File: config.mk
export PLATFORM = sky130hd
export DESIGN_NAME = wb_order_gate
export DESIGN_NICKNAME = d
export VERILOG_FILES = /design/src/rtl/wb_order_gate.sv
export SDC_FILE = /design/constraint.sdc
export NUM_CORES = 1
export LEC_CHECK = 0
export BUFFER_PORTS_ARGS = -buffer_cell sky130_fd_sc_hd__buf_2
export CORE_ASPECT_RATIO = 2
export CORE_MARGIN = 2
export CORE_UTILIZATION = 35
export DETAILED_ROUTE_END_ITERATION = 6
export GPL_TIMING_DRIVEN = 0
export PLACE_DENSITY = 0.53
export SLEW_MARGIN = 20
export SYNTH_ARGS = -nofsm -noshare
export SYNTH_HDL_FRONTEND = slang
export SYNTH_SLANG_ARGS = --single-unit
export TNS_END_PERCENT = 30
File: constraint.sdc
create_clock -name clk -period 7.2 [get_ports clk]
set_input_delay 1.08 -clock clk [delete_from_list [all_inputs] [get_ports clk]]
set_output_delay 1.08 -clock clk [all_outputs]
set_load 0.01 [all_outputs]
File: src/rtl/wb_order_gate.sv
module wb_order_gate #(
  parameter int DEPTH = 16,
  parameter int NPIPE = 4,
  parameter int RW    = 5,
  localparam int TAGW = $clog2(DEPTH),
  localparam int CW   = TAGW + 1
) (
  input  logic                        clk,
  input  logic                        rst_n,
  input  logic                        disp_valid,
  input  logic                        disp_has_dst,
  input  logic [RW-1:0]               disp_rd,
  output logic                        disp_ready,
  output logic [TAGW-1:0]             disp_tag,
  input  logic [NPIPE-1:0]            res_valid,
  input  logic [NPIPE-1:0][TAGW-1:0]  res_tag,
  input  logic [NPIPE-1:0]            res_exc,
  input  logic [NPIPE-1:0]            wb_req,
  input  logic [NPIPE-1:0][TAGW-1:0]  wb_tag,
  input  logic [NPIPE-1:0]            wb_hazard,
  output logic [NPIPE-1:0]            wb_gnt,
  output logic [NPIPE-1:0][RW-1:0]    wb_rd,
  output logic                        flush,
  output logic [TAGW-1:0]             flush_tag
);
  localparam logic [1:0] ST_PEND = 2'd0, ST_OK = 2'd1, ST_EXC = 2'd2;

  logic [DEPTH-1:0] live, has_dst, written, older_ok;
  logic [1:0]       st [DEPTH];
  logic [RW-1:0]    dst [DEPTH];
  logic [TAGW-1:0]  head, tail;
  logic [CW-1:0]    count;
  logic             push, retire;

  always_comb begin
    logic run;
    logic [TAGW-1:0] idx;
    run = 1'b1;
    older_ok = '0;
    for (int k = 0; k < DEPTH; k++) begin
      idx = head + TAGW'(k);
      older_ok[idx] = run;
      if (live[idx] && st[idx] != ST_OK) run = 1'b0;
    end
  end

  assign flush      = live[head] && st[head] == ST_EXC;
  assign flush_tag  = head;
  assign retire     = live[head] && st[head] == ST_OK && (written[head] || !has_dst[head]);
  assign disp_ready = (count != CW'(DEPTH)) && !flush;
  assign disp_tag   = tail;
  assign push       = disp_valid && disp_ready;

  for (genvar p = 0; p < NPIPE; p++) begin : g_pipe
    logic [TAGW-1:0] t;
    assign t = wb_tag[p];
    assign wb_rd[p]  = dst[t];
    assign wb_gnt[p] = wb_req[p] && !wb_hazard[p] && !flush && live[t] &&
                       st[t] == ST_OK && has_dst[t] && !written[t] && older_ok[t];

    a_r4_hazard_blocks: assert property (@(posedge clk) disable iff (!rst_n)
      wb_hazard[p] |-> !wb_gnt[p]);
  end

  always_ff @(posedge clk) begin
    if (!rst_n) begin
      live <= '0; has_dst <= '0; written <= '0;
      head <= '0; tail <= '0; count <= '0;
      for (int i = 0; i < DEPTH; i++) begin
        st[i]  <= ST_PEND;
        dst[i] <= '0;
      end
    end else if (flush) begin
      live  <= '0;
      count <= '0;
      tail  <= head;
    end else begin
      for (int p = 0; p < NPIPE; p++) begin
        if (res_valid[p] && live[res_tag[p]] && st[res_tag[p]] == ST_PEND)
          st[res_tag[p]] <= res_exc[p] ? ST_EXC : ST_OK;
        if (wb_gnt[p]) written[wb_tag[p]] <= 1'b1;
      end
      if (push) begin
        live[tail]    <= 1'b1;
        st[tail]      <= ST_PEND;
        has_dst[tail] <= disp_has_dst;
        written[tail] <= 1'b0;
        dst[tail]     <= disp_rd;
        tail          <= tail + 1'b1;
      end
      if (retire) begin
        live[head] <= 1'b0;
        head       <= head + 1'b1;
      end
      count <= count + CW'(push) - CW'(retire);
    end
  end

  a_r2_no_overflow: assert property (@(posedge clk) disable iff (!rst_n)
    count <= CW'(DEPTH));
  a_r7_flush_empties: assert property (@(posedge clk) disable iff (!rst_n)
    flush |=> (count == '0));
  a_r7_no_grant_on_flush: assert property (@(posedge clk) disable iff (!rst_n)
    flush |-> (wb_gnt == '0));
  a_r8_single_retire: assert property (@(posedge clk) disable iff (!rst_n)
    !flush |=> (count + CW'(1) >= $past(count)));
endmodule

### Word-level counts from Yosys, hierarchy flattened

Memories as Yosys holds them, arrays and structs flattened. A register that Yosys moved wholly into a read port is not among the register bits.
Cells that the tools add are included.

* $add $sub $neg: 18
* multipliers: 0
* div/mod/pow operators: 0
* $lt $le $gt $ge: 46
* equality and inequality tests: 22
* shifts and indexed selects: 0
* muxes and demuxes: 211
* bitwise operators: 11
* reduce and logical (&&, ||, !) cells: 102

Operators by type and width (number)
* two-way mux 16 bit: 17
* bitwise mux 16 bit: 16
* binary-select mux 1 bit (select 4 bit): 37
* less-than comparator 4 x 5 -> 1 bit (second input constant): 25
* two-way mux 1 bit: 100
* demux 1 bit (select 4 bit): 21
* greater-or-equal comparator 4 x 1 -> 1 bit (second input constant): 21
* OR 16 bit: 5
* logical AND 1 bit: 77
* two-way mux 4 bit: 10
* adder 4 bit (second input constant): 8
* bitwise AND 16 bit: 2
* NOT 16 bit: 2
* inequality test 2 x 1 -> 1 bit (second input constant): 15
* two-way mux 2 bit: 9
* adder 4 x 3 -> 4 bit (second input constant): 4
* OR reduction 2 bit: 6
* == test 2 x 1 -> 1 bit (second input constant): 5
* zero test 1 bit: 10
* adder 4 x 1 -> 4 bit (second input constant): 2
* adder 4 x 2 -> 4 bit (second input constant): 2
* zero test 2 bit: 4
* adder 5 x 1 -> 5 bit: 1
* two-way mux 5 bit: 1
* 8 further kinds: 10

* bits in registers: 61
* bits in latches: 0
* memory bits (writable): 112
* ROM bits: 0
* input bits: 57
* output and inout bits: 34
* logic and storage cells: 418
* memories kept: 2

Memories
* dst: words 16, width 5, read ports 4, clocked after memory_dff 0, wr ports 16, RTL line 30 `logic [RW-1:0] dst [DEPTH];`
* st: words 16, width 2, read ports 23, clocked after memory_dff 1, wr ports 16, RTL line 29 `logic [1:0] st [DEPTH];`

### Depth between registers and ports, before layout

Gate-level depths: netlist (run 1).

* depth in word-level cells: 40
* gate-level depth with buffers: 24
* gate-level depth less buffers: 20

### Worst setup path before layout (run 1)

Ideal clock, no wire load.

* kind: reg2out
* from: reg head[0] (netlist: flush_tag[0])
* to: out wb_gnt[2]
* data arrival time: 5798 ps
* required time: 6120 ps
* slack: 322 ps
* cell stages (with the launch flop): 22
* path buffers: 7
* cell sequence: dfxtp_1 -> buf_4 -> clkinv_1 -> buf_2 -> buf_1 -> ha_1 -> buf_4 -> buf_2 -> buf_2 -> mux4_2 -> o211a_1 -> mux4_2 -> or3b_1 -> or4_4 -> buf_6 -> nor2b_1 -> a2111o_1 -> o211ai_1 -> mux2i_1 -> a221o_1 -> o211ai_1 -> o311a_1

* longest elaborated chain between the ends: 23
* elaborated cells on any way between the ends: 195
* classes of those cells: add/sub (15); order compare (32); eq/ne (14); mux (94); reduce/logical (39); memory (1)

RTL lines
* start: declaration: RTL line 31 `logic [TAGW-1:0] head, tail;`
* start signal: assignment: RTL line 93 `head <= head + 1'b1;`
* adder 4 x 1 -> 4 bit: RTL line 41 `idx = head + TAGW'(k);`
* less-than comparator 4 x 5 -> 1 bit (not written as such) or greater-or-equal comparator 4 x 1 -> 1 bit (tied branches): RTL line 42 `older_ok[idx] = run;`
* logical AND 1 bit (not written as such): RTL line 42
* two-way mux 1 bit (not written as such): RTL line 42
* demux 1 bit (select 4 bit): RTL line 42
* bitwise mux 16 bit (15 in series): RTL line 42
* binary-select mux 1 bit (select 4 bit): RTL line 59 `st[t] == ST_OK && has_dst[t] && !written[t] && older_ok[t];`
* two-way mux 1 bit (not written as such): RTL line 59
* logical AND 1 bit (*): RTL line 59
* end: declaration: RTL line 21 `output logic [NPIPE-1:0] wb_gnt,`

Every way passes the cells marked *; elsewhere a longest branch is shown, timed or not. The select of a mux whose other input is x is not followed.

### Final worst setup path (run 1)

* from: reg live[15]
* to: out wb_gnt[2]

* longest elaborated chain between the ends: 22
* elaborated cells on any way between the ends: 87
* classes of those cells: mux (64); reduce/logical (23)

RTL lines
* start: declaration: RTL line 28 `logic [DEPTH-1:0] live, has_dst, written, older_ok;`
* start signal: assignment: RTL line 67 `live <= '0; has_dst <= '0; written <= '0;`
* start signal: assignment: RTL line 74 `live <= '0;`
* start signal: indexed assignment: RTL line 84 `live[tail] <= 1'b1;`
* binary-select mux 1 bit (select 4 bit): RTL line 43, 47
* two-way mux 1 bit (not written as such): RTL line 43, 47
* logical AND 1 bit: RTL line 43 `if (live[idx] && st[idx] != ST_OK) run = 1'b0;`
* two-way mux 1 bit: RTL line 43
* bitwise mux 16 bit or two-way mux 1 bit (tied branches) (14 in series): RTL line 42, 43
* bitwise mux 16 bit: RTL line 42
* binary-select mux 1 bit (select 4 bit): RTL line 59
* two-way mux 1 bit (not written as such): RTL line 59
* logical AND 1 bit (*): RTL line 59

Marks and branches as above.

==> results of run 1 <==
repair_timing:
action | 4_1_cts | 5_1_grt
hold endpoints to repair | 0 | 0
cloned | 1 | 0
gates resized for setup | 146 | 67
setup endpoints to repair | 20 | 4
pin swaps | 26 | 18
buffers inserted | 56 | 25
hold buffers | 0 | 0
Yosys cell counts (36+ instances only):
cell        n
nand2_1   286
nor2_1    265
mux4_2    188
nand3_1   140
o21ai_0   132
clkbuf_1  129
a21oi_1   126
and2_1    115
dfxtp_1    97
edfxtp_1   80
inv_1      56
a31oi_1    49
a211oi_1   46
nor3_1     41
nand2b_1   38
mux2i_1    36
worst min-delay path by stage:
stage,start,endpoint,slack (ps),depth (start not counted)
after floorplan,written[12],written[12],450,2
after global placement,has_dst[10],has_dst[10],460,2
after detailed placement,has_dst[8],has_dst[8],460,2
final,has_dst[8],has_dst[8],480,2
after CTS,has_dst[10],has_dst[10],470,2
after global routing,has_dst[10],has_dst[10],500,2
metal layers:
layer	vias up	wire, um	global-route usage, %
li1	9748	-	-
met1	11748	39460	41.04
met2	1983	68100	80.29
met3	926	14020	15.96
met4	8	21000	54.78
met5	-	110	0
per-stage QoR:
stage / setup slack [ps] / hold WS (ps)
after floorplan: 322.1 / 445.1
after CTS: 1.822 / 471.2
after global routing: -84.83 / 495.9
after global placement: -4525 / 458.7
final: -183.3 / 479.2
after detailed placement: -2953 / 460.4
power groups by stage:
stage               clock network [mW]  registers, mW  logic (mW)
floorplan                            0           1.15       0.730
global placement                     0           1.17        1.44
detailed placement                   0           1.17        1.49
CTS                               1.15           1.15        1.76
global route                      1.19           1.16        1.94
finish                            1.16           1.16        1.94
registers in the layout, summed over array words and instances, names as in the netlist, named ones only:
name,flops
dst,80
st,32
has_dst,16
live,16
written,16
count,5
disp_tag,4
flush_tag,4
cells by family after synthesis:
kind of cell | count (synthesis)
compound gates | 638
xor+xnor | 20
fa+ha+maj | 24
buf+inv | 238
flops | 177
mux | 241
simple gates | 1074
final cells by class:
class | count | area, um2 | area share (%)
antenna | 7 | 17.52 | 0.07203
buffer | 162 | 833.3 | 3.427
clock buffer | 27 | 633.1 | 2.603
clock inverter | 6 | 86.33 | 0.3550
inverter | 66 | 271.5 | 1.116
multi-input combinational | 1997 | 15750 | 64.78
sequential | 177 | 4353 | 17.90
tap | 756 | 945.9 | 3.890
timing repair buffer | 179 | 1424 | 5.855
worst register-to-register path: stages (launching register included):
cell and delay [ps]:
dfxtp_4 380, buf_12 110, buf_4 140, buf_4 140
mux4_2 540, or2_1 290, nand4_1 280, nand2b_1 160
nand3_1 110, clkbuf_1 520, inv_1 530, a31oi_1 330
and2_0 460, clkbuf_1 420, nand2_1 390, nor2_1 260
nor2_1 210, inv_1 440
==> metrics.md, run 1 <==
| Metric | Value |
|---|---|
| Xor and xnor area share after synthesis | less than 1% |
| Worst path bufs/invs | 5 |
| Final core occ | 42.48% |
| Fillers | 5,817 |
| CTS tree | yes |
| H-tree levels | 4 |
| Worst R2R Start | flush_tag[1] |
| Syn nets | 2,493 |
| Vias in the first global route | ~24,000 |
| Worst Reg2Reg Path Length in Cells | 17 |
| IO buf count | 72 |
| Async S/R FF share, synth | 0% |
| Worst VDD drop | between 0.2 and 0.3 mV |
| Crit Reg-Reg Endpoint | dst[6][3] |
| Max Freq | approximately 140 MHz |
| Mux cell area share after synthesis | about a quarter |
| Top cell type by total area after synthesis | mux4_2 |
| RSZ-0062 raised after global routing | true |
| Failing checks | max-capacitance violations, max-slew violations, negative setup slack |
| Internal power | roughly 2.5 mW |
| Fin crit period | ~7400 ps |
| Critical path depth | 18 |
| Clock Path Buffers | 3 |
| Max cap viols | 1 |
| Reg2reg setup slack | around 1100 ps |
| Final count of pins violating max slew | 10 |
| Initial antenna violation count | 9 |
| Vias post-DR | roughly 24,000 |
| Commonest non-fill, non-tap cell in the layout | nand2_1 |
| CTS Buf Count | 25 |
| Routability-driven placement congestion ratio | approximately 1.1 |
| Gr ovfl total | 0 |
| Die area | around 60,000 um2 |
| Ys Warns | 0 |
| Sw Ratio | a little over two fifths |
| Synth Area in Simple Gates | 26.17% |
| Layout Skew | 24.35 ps |
| Slack of the critical path | -183.3 ps |
| Layout cells sized above 1 | roughly a quarter |
| CP top delay family | compound AO/OA/AOI/OAI gates |
| Startpoint types | flop |
| Die W | between 150 and 200 um |
| Leakage power | 8.297 nW |
| Post-Synth Adder-Cell Area | 1.519% |
| Post-synthesis compound-gate area fraction | between 20% and 30% |
| Crit Path Max Fanout | 10 |
| CORE AREA | approximately 57,000 um2 |
| Via density per instance | just over 7 |
| Total Routing Usage GR | 47.47% |
| Leading post-synthesis cells by cell area | mux4_2, edfxtp_1, dfxtp_1, nand2_1, nor2_1 |
| Pwr/cell area | 175.3 nW/um2 |
| Crit-path max cell delay | around 990 ps |
| Fin Setup TNS | -379.7 ps |
| Sequential power share | a little over a quarter |
| Placed Area | approximately 22,000 um2 |
| Final Instance Area | between 20,000 and 25,000 um2 |
| Largest family of logic cells by synthesized area | simple AND/OR/NAND/NOR gates |
| Seq/Total Area, Yosys | 21.44% |
| Final ANT Viol Nets | 0 |
| Status | finished with violations |
| Leading register cell type out of synthesis | dfxtp_1 |
| Site row count | between 100 and 150 |
| Die height | roughly 340 um |
| Crit path from | live[15] |
| Clock Latency Late Sink | 520 ps |
| Setup CP Type | reg2out |
| Initial Utilization | between 30% and 40% |
| CP endpoint kind | output port |
| WL/cell | around 42 um |
| Hold/Removal Path Class | reg2reg |
| Combinational fraction of design power | 45.6% |
| Drt first pass iters | 7 |
| EDFF count, synth | 80 |
| Cell count after placement | 3,265 |
| Final Hold Viols | 0 |
| Worst-Margin Slew | 1616 ps |
| WL final | roughly 140,000 um |
| Synth Cell Area | between 20,000 and 25,000 um2 |
| Seq cells post-synth | between 150 and 200 |
| Sw power | 1.798 mW |
| Root Buffer | clkbuf_16 |
| DP Wirelength | 107,800 um |
| Share of the synthesized area in the top cell type | between 20% and 30% |
| Total power | ~4.3 mW |
| Relative slew slack | -7.728% |
| CP Capture Point | wb_gnt[2] |
| Setup violators final | 3 |
| Cells after Synth | 2,412 |
| Clk pin slew, worst setup/hold paths | roughly 70 ps |
| Most frequent cells in the layout | nand2_1, nor2_1, mux4_2 |
| First-pass GRT wire length | approximately 200,000 um |
| WP data required | between 6000 and 7000 ps |
| Final period util | 102.5% |
| Fin nets | 2,689 |
| Clk sink count | about 180 |
| Final Instance Count excl. Fillers | between 3,000 and 4,000 |
| Synth-to-Final Area Change | 20.03% |
| I/O pins | slightly above 90 |
| CP most frequent cell | buf_6 |
| Clock power frac | a little over a quarter |
| Synth Area per Inst | 8.400 um2 |
| Critical path, cell by cell | clkbuf_1 > mux2i_1 > a221oi_1 > o211ai_1 > a32oi_4 > buf_6 > a211oi_4 > buf_12 > nand2_8 > nor2_4 > buf_6 > o211ai_1 > a21oi_2 > or2_4 > a211oi_1 > a21oi_1 > o311a_4 > buf_6 |
| Worst path arrival time | 6300 ps |
| Post-synthesis cell type count | roughly 100 |
| Initial DRC count | 2,712 |
| Largest net degree at the start of global routing | 20 |
| DRC viols | 0 |
| Critical path's slowest cell | o211ai_1 |
No activity file was read; power rests on OpenSTA's default activity.
==> run 2, diff against run 1 <==
Settings changed: CELL_PAD_IN_SITES_DETAIL_PLACEMENT set to 0, CELL_PAD_IN_SITES_GLOBAL_PLACEMENT set to 1, PLACE_DENSITY 0.53 to 0.65.
==> run 2 against run 1 <==
The run ends with design-rule violations, negative setup slack left. Cell area up 0.72%. Maximum frequency up 1.6%. Die area unchanged. Flip-flop and latch count unchanged. Sequential power about the same. Non-clock buffer count up 11. Highest routed layer unchanged.
==> metrics.md, run 2 (synthesis results as in run 1) <==
| Metric | Value |
|---|---|
| Initial Utilization | 35.39% (unchanged) |
| First-pass GRT wire length | 195,100 um (about the same) |
| Startpoint types | flop |
| Failing checks | design-rule violations, negative setup slack |
| Fillers | 5,754 (-1.1%) |
| Reg2reg setup slack | 990 ps (-140 ps) |
| Leakage power | 8.371 nW (+0.89%) |
| Layout cells sized above 1 | 25.03% (+1.3 points) |
| Initial DRC count | 3,479 (+28%) |
| Setup violators final | 4 (+1) |
| CP endpoint kind | output port |
| Drt first pass iters | 7 (unchanged) |
| Total Routing Usage GR | 47.31% (-0.16 points) |
| Top reg by flops | dst |
| Layout Skew | 29.11 ps (+4.761 ps) |
| Commonest non-fill, non-tap cell in the layout | nand2_1 |
| Worst path arrival time | 6180 ps (-120 ps) |
| Hold/Removal Path Class | reg2reg |
| Initial antenna violation count | 15 (+6) |
| WL/cell | 41.52 um (-1.7%) |
| Max Freq | 137.7 MHz (+1.6%) |
| Slack of the critical path | -64.76 ps (+118.5 ps) |
| Die height | 344.3 um (unchanged) |
| Site row count | 124 (unchanged) |
| Max reg flops | 80 (unchanged) |
| Vias in the first global route | 24,122 (-0.52%) |
| Crit Reg-Reg Endpoint | dst[6][2] |
| Root Buffer | clkbuf_16 |
| Cell count of the worst hold path | 2 (unchanged) |
| Die area | 59,950 um2 (unchanged) |
| Min-Delay Endpoint | has_dst[12] |
| RSZ-0062 raised after global routing | true |
| Via density per instance | 7.269 (+0.55%) |
| Worst VDD drop | 0.2748 mV (-3.8%) |
| DP Wirelength | 104,700 um (-2.8%) |
| Gr ovfl total | 0 (unchanged) |
| Setup CP Type | reg2out |
| Clock Latency Late Sink | 530 ps (about the same) |
| Final ANT Viol Nets | 0 (unchanged) |
| IO buf count | 72 (unchanged) |
| Crit Path Max Fanout | 10 (unchanged) |
| CORE AREA | 57,250 um2 (unchanged) |
| Pwr/cell area | 174.1 nW/um2 (-0.65%) |
| Clock Path Buffers | 3 (unchanged) |
| Final period util | 100.9% (-1.6 points) |
| Worst R2R Start | live[15] |
| Max cap viols | 0 (-1) |
| Worst-Margin Slew | 1222 ps (-394.2 ps) |
| Top Registers | dst (80), st (32) |
| Final Hold Viols | 0 (unchanged) |
| Die W | 174.1 um (unchanged) |
| CTS Buf Count | 25 (unchanged) |
| Cell count after placement | 3,265 (unchanged) |
| Largest net degree at the start of global routing | 18 (-10%) |
| Worst Hold Launch | has_dst[12] |
| Relative slew slack | 17.41% (+25 points) |
| Routability-driven placement congestion ratio | 1.097 (+1.7%) |
| Post-CTS Hold Buffers | 0 (unchanged) |
| WL final | 140,800 um (-1.4%) |
| Status | finished with violations |
| Fin nets | 2,700 (+0.41%) |
| I/O pins | 91 (unchanged) |
| Final Instance Count excl. Fillers | 3,390 (+0.38%) |
| Most frequent cells in the layout | nand2_1, nor2_1, mux4_2 |
| Final count of pins violating max slew | 0 (-10) |
| WP data required | 6120 ps (about the same) |
| Synth-to-Final Area Change | 20.89% |
| Clk pin slew, worst setup/hold paths | 70 ps (about the same) |
| Worst Reg2Reg Path Length in Cells | 15 (-2) |
| Vias post-DR | 24,641 (+0.93%) |
| Post-place setup slack | -3237 ps (-284.1 ps) |
| Clk sink count | 177 (unchanged) |
| DRC viols | 3 (+3) |
| H-tree levels | 4 (unchanged) |
| Fin crit period | 7265 ps (-118.5 ps) |
| CTS tree | yes |
## run 2: changes by cell type in the layout (fill, tap and decap cells not counted), sizes merged, moves of 2 or more
cell	change
buf	+11
clkbuf	+5
clkdlybuf4s15	-2
clkinvlp	-2
diode	+2
## run 2: final cells by class
| type | instances | area (um2) | share of cell area (%) |
|---|---|---|---|
| flip-flops and latches | 177 | 4367 | 17.83 |
| clock buffers | 29 | 660.6 | 2.697 |
| multi-input cells | 1997 | 15870 | 64.81 |
| plain buffers | 161 | 793.3 | 3.239 |
| well taps | 756 | 945.9 | 3.862 |
| clock inverters | 4 | 73.82 | 0.3014 |
| diodes | 9 | 22.52 | 0.09195 |
| repair buffers | 191 | 1486 | 6.069 |
| inverters | 66 | 269.0 | 1.098 |
## run 2: worst max-delay path by stage
stage / slack, ps / from / end
floorplan: 320 / flush_tag[0] / wb_gnt[2]
global placement: -3840 / flush_tag[0] / wb_gnt[0]
detailed placement: -3240 / flush_tag[0] / wb_gnt[0]
CTS: 8 / flush_tag[0] / wb_gnt[3]
global route: -230 / flush_tag[1] / wb_gnt[0]
finish: -60 / live[15] / wb_gnt[0]
## run 2: power breakdown
group | switching (mW) | total (mW) | leakage [nW] | internal, mW
clock network | 0.449 | 1.16 | 0.362 | 0.715
registers | 0.0631 | 1.16 | 1.62 | 1.10
logic | 1.28 | 1.94 | 6.39 | 0.662
## run 2: timing repair
item | in CTS | in global routing
cloned | 0 | 0
endpoints found under the setup margin | 20 | 4
gates resized for setup | 167 | 72
buffers inserted | 65 | 30
pin swaps | 29 | 26
## run 2: per-layer routing
metal	up-vias	wire, um	GRT usage (%)
met2	2004	66610	78.00
met1	11889	39660	41.84
met4	2	20480	54.36
met3	994	13980	17.25
li1	9752	-	-
met5	-	13	0
## run 2: through the flow
step	TNS [ps]	instance area [um2]	power, mW	util (%)	hold slack [ps]
3_3_place_gp	-52400	21570	2.584	37.67	458.6
2_1_floorplan	0	20260	1.883	-	445.1
3_5_place_dp	-41330	22000	2.617	38.43	460.3
4_1_cts	0	23990	4.009	41.90	473.7
6_report	-180.4	24490	4.265	42.78	471.8
5_1_grt	-778.3	24470	4.316	42.74	494.1
## run 2: critical path, stage by stage, from the launching register on
cell	delay, ps
dfxtp_1	320
clkbuf_1	440
mux2i_2	560
nand3_1	220
a41oi_2	410
a21oi_4	180
or4_1	540
buf_2	230
nor2_4	130
buf_12	160
buf_12	140
nand3_4	300
o221a_4	430
a31oi_4	310
and2_1	220
o41ai_4	110
nor4_2	330
o21ai_1	120
a21oi_2	280
buf_2	200
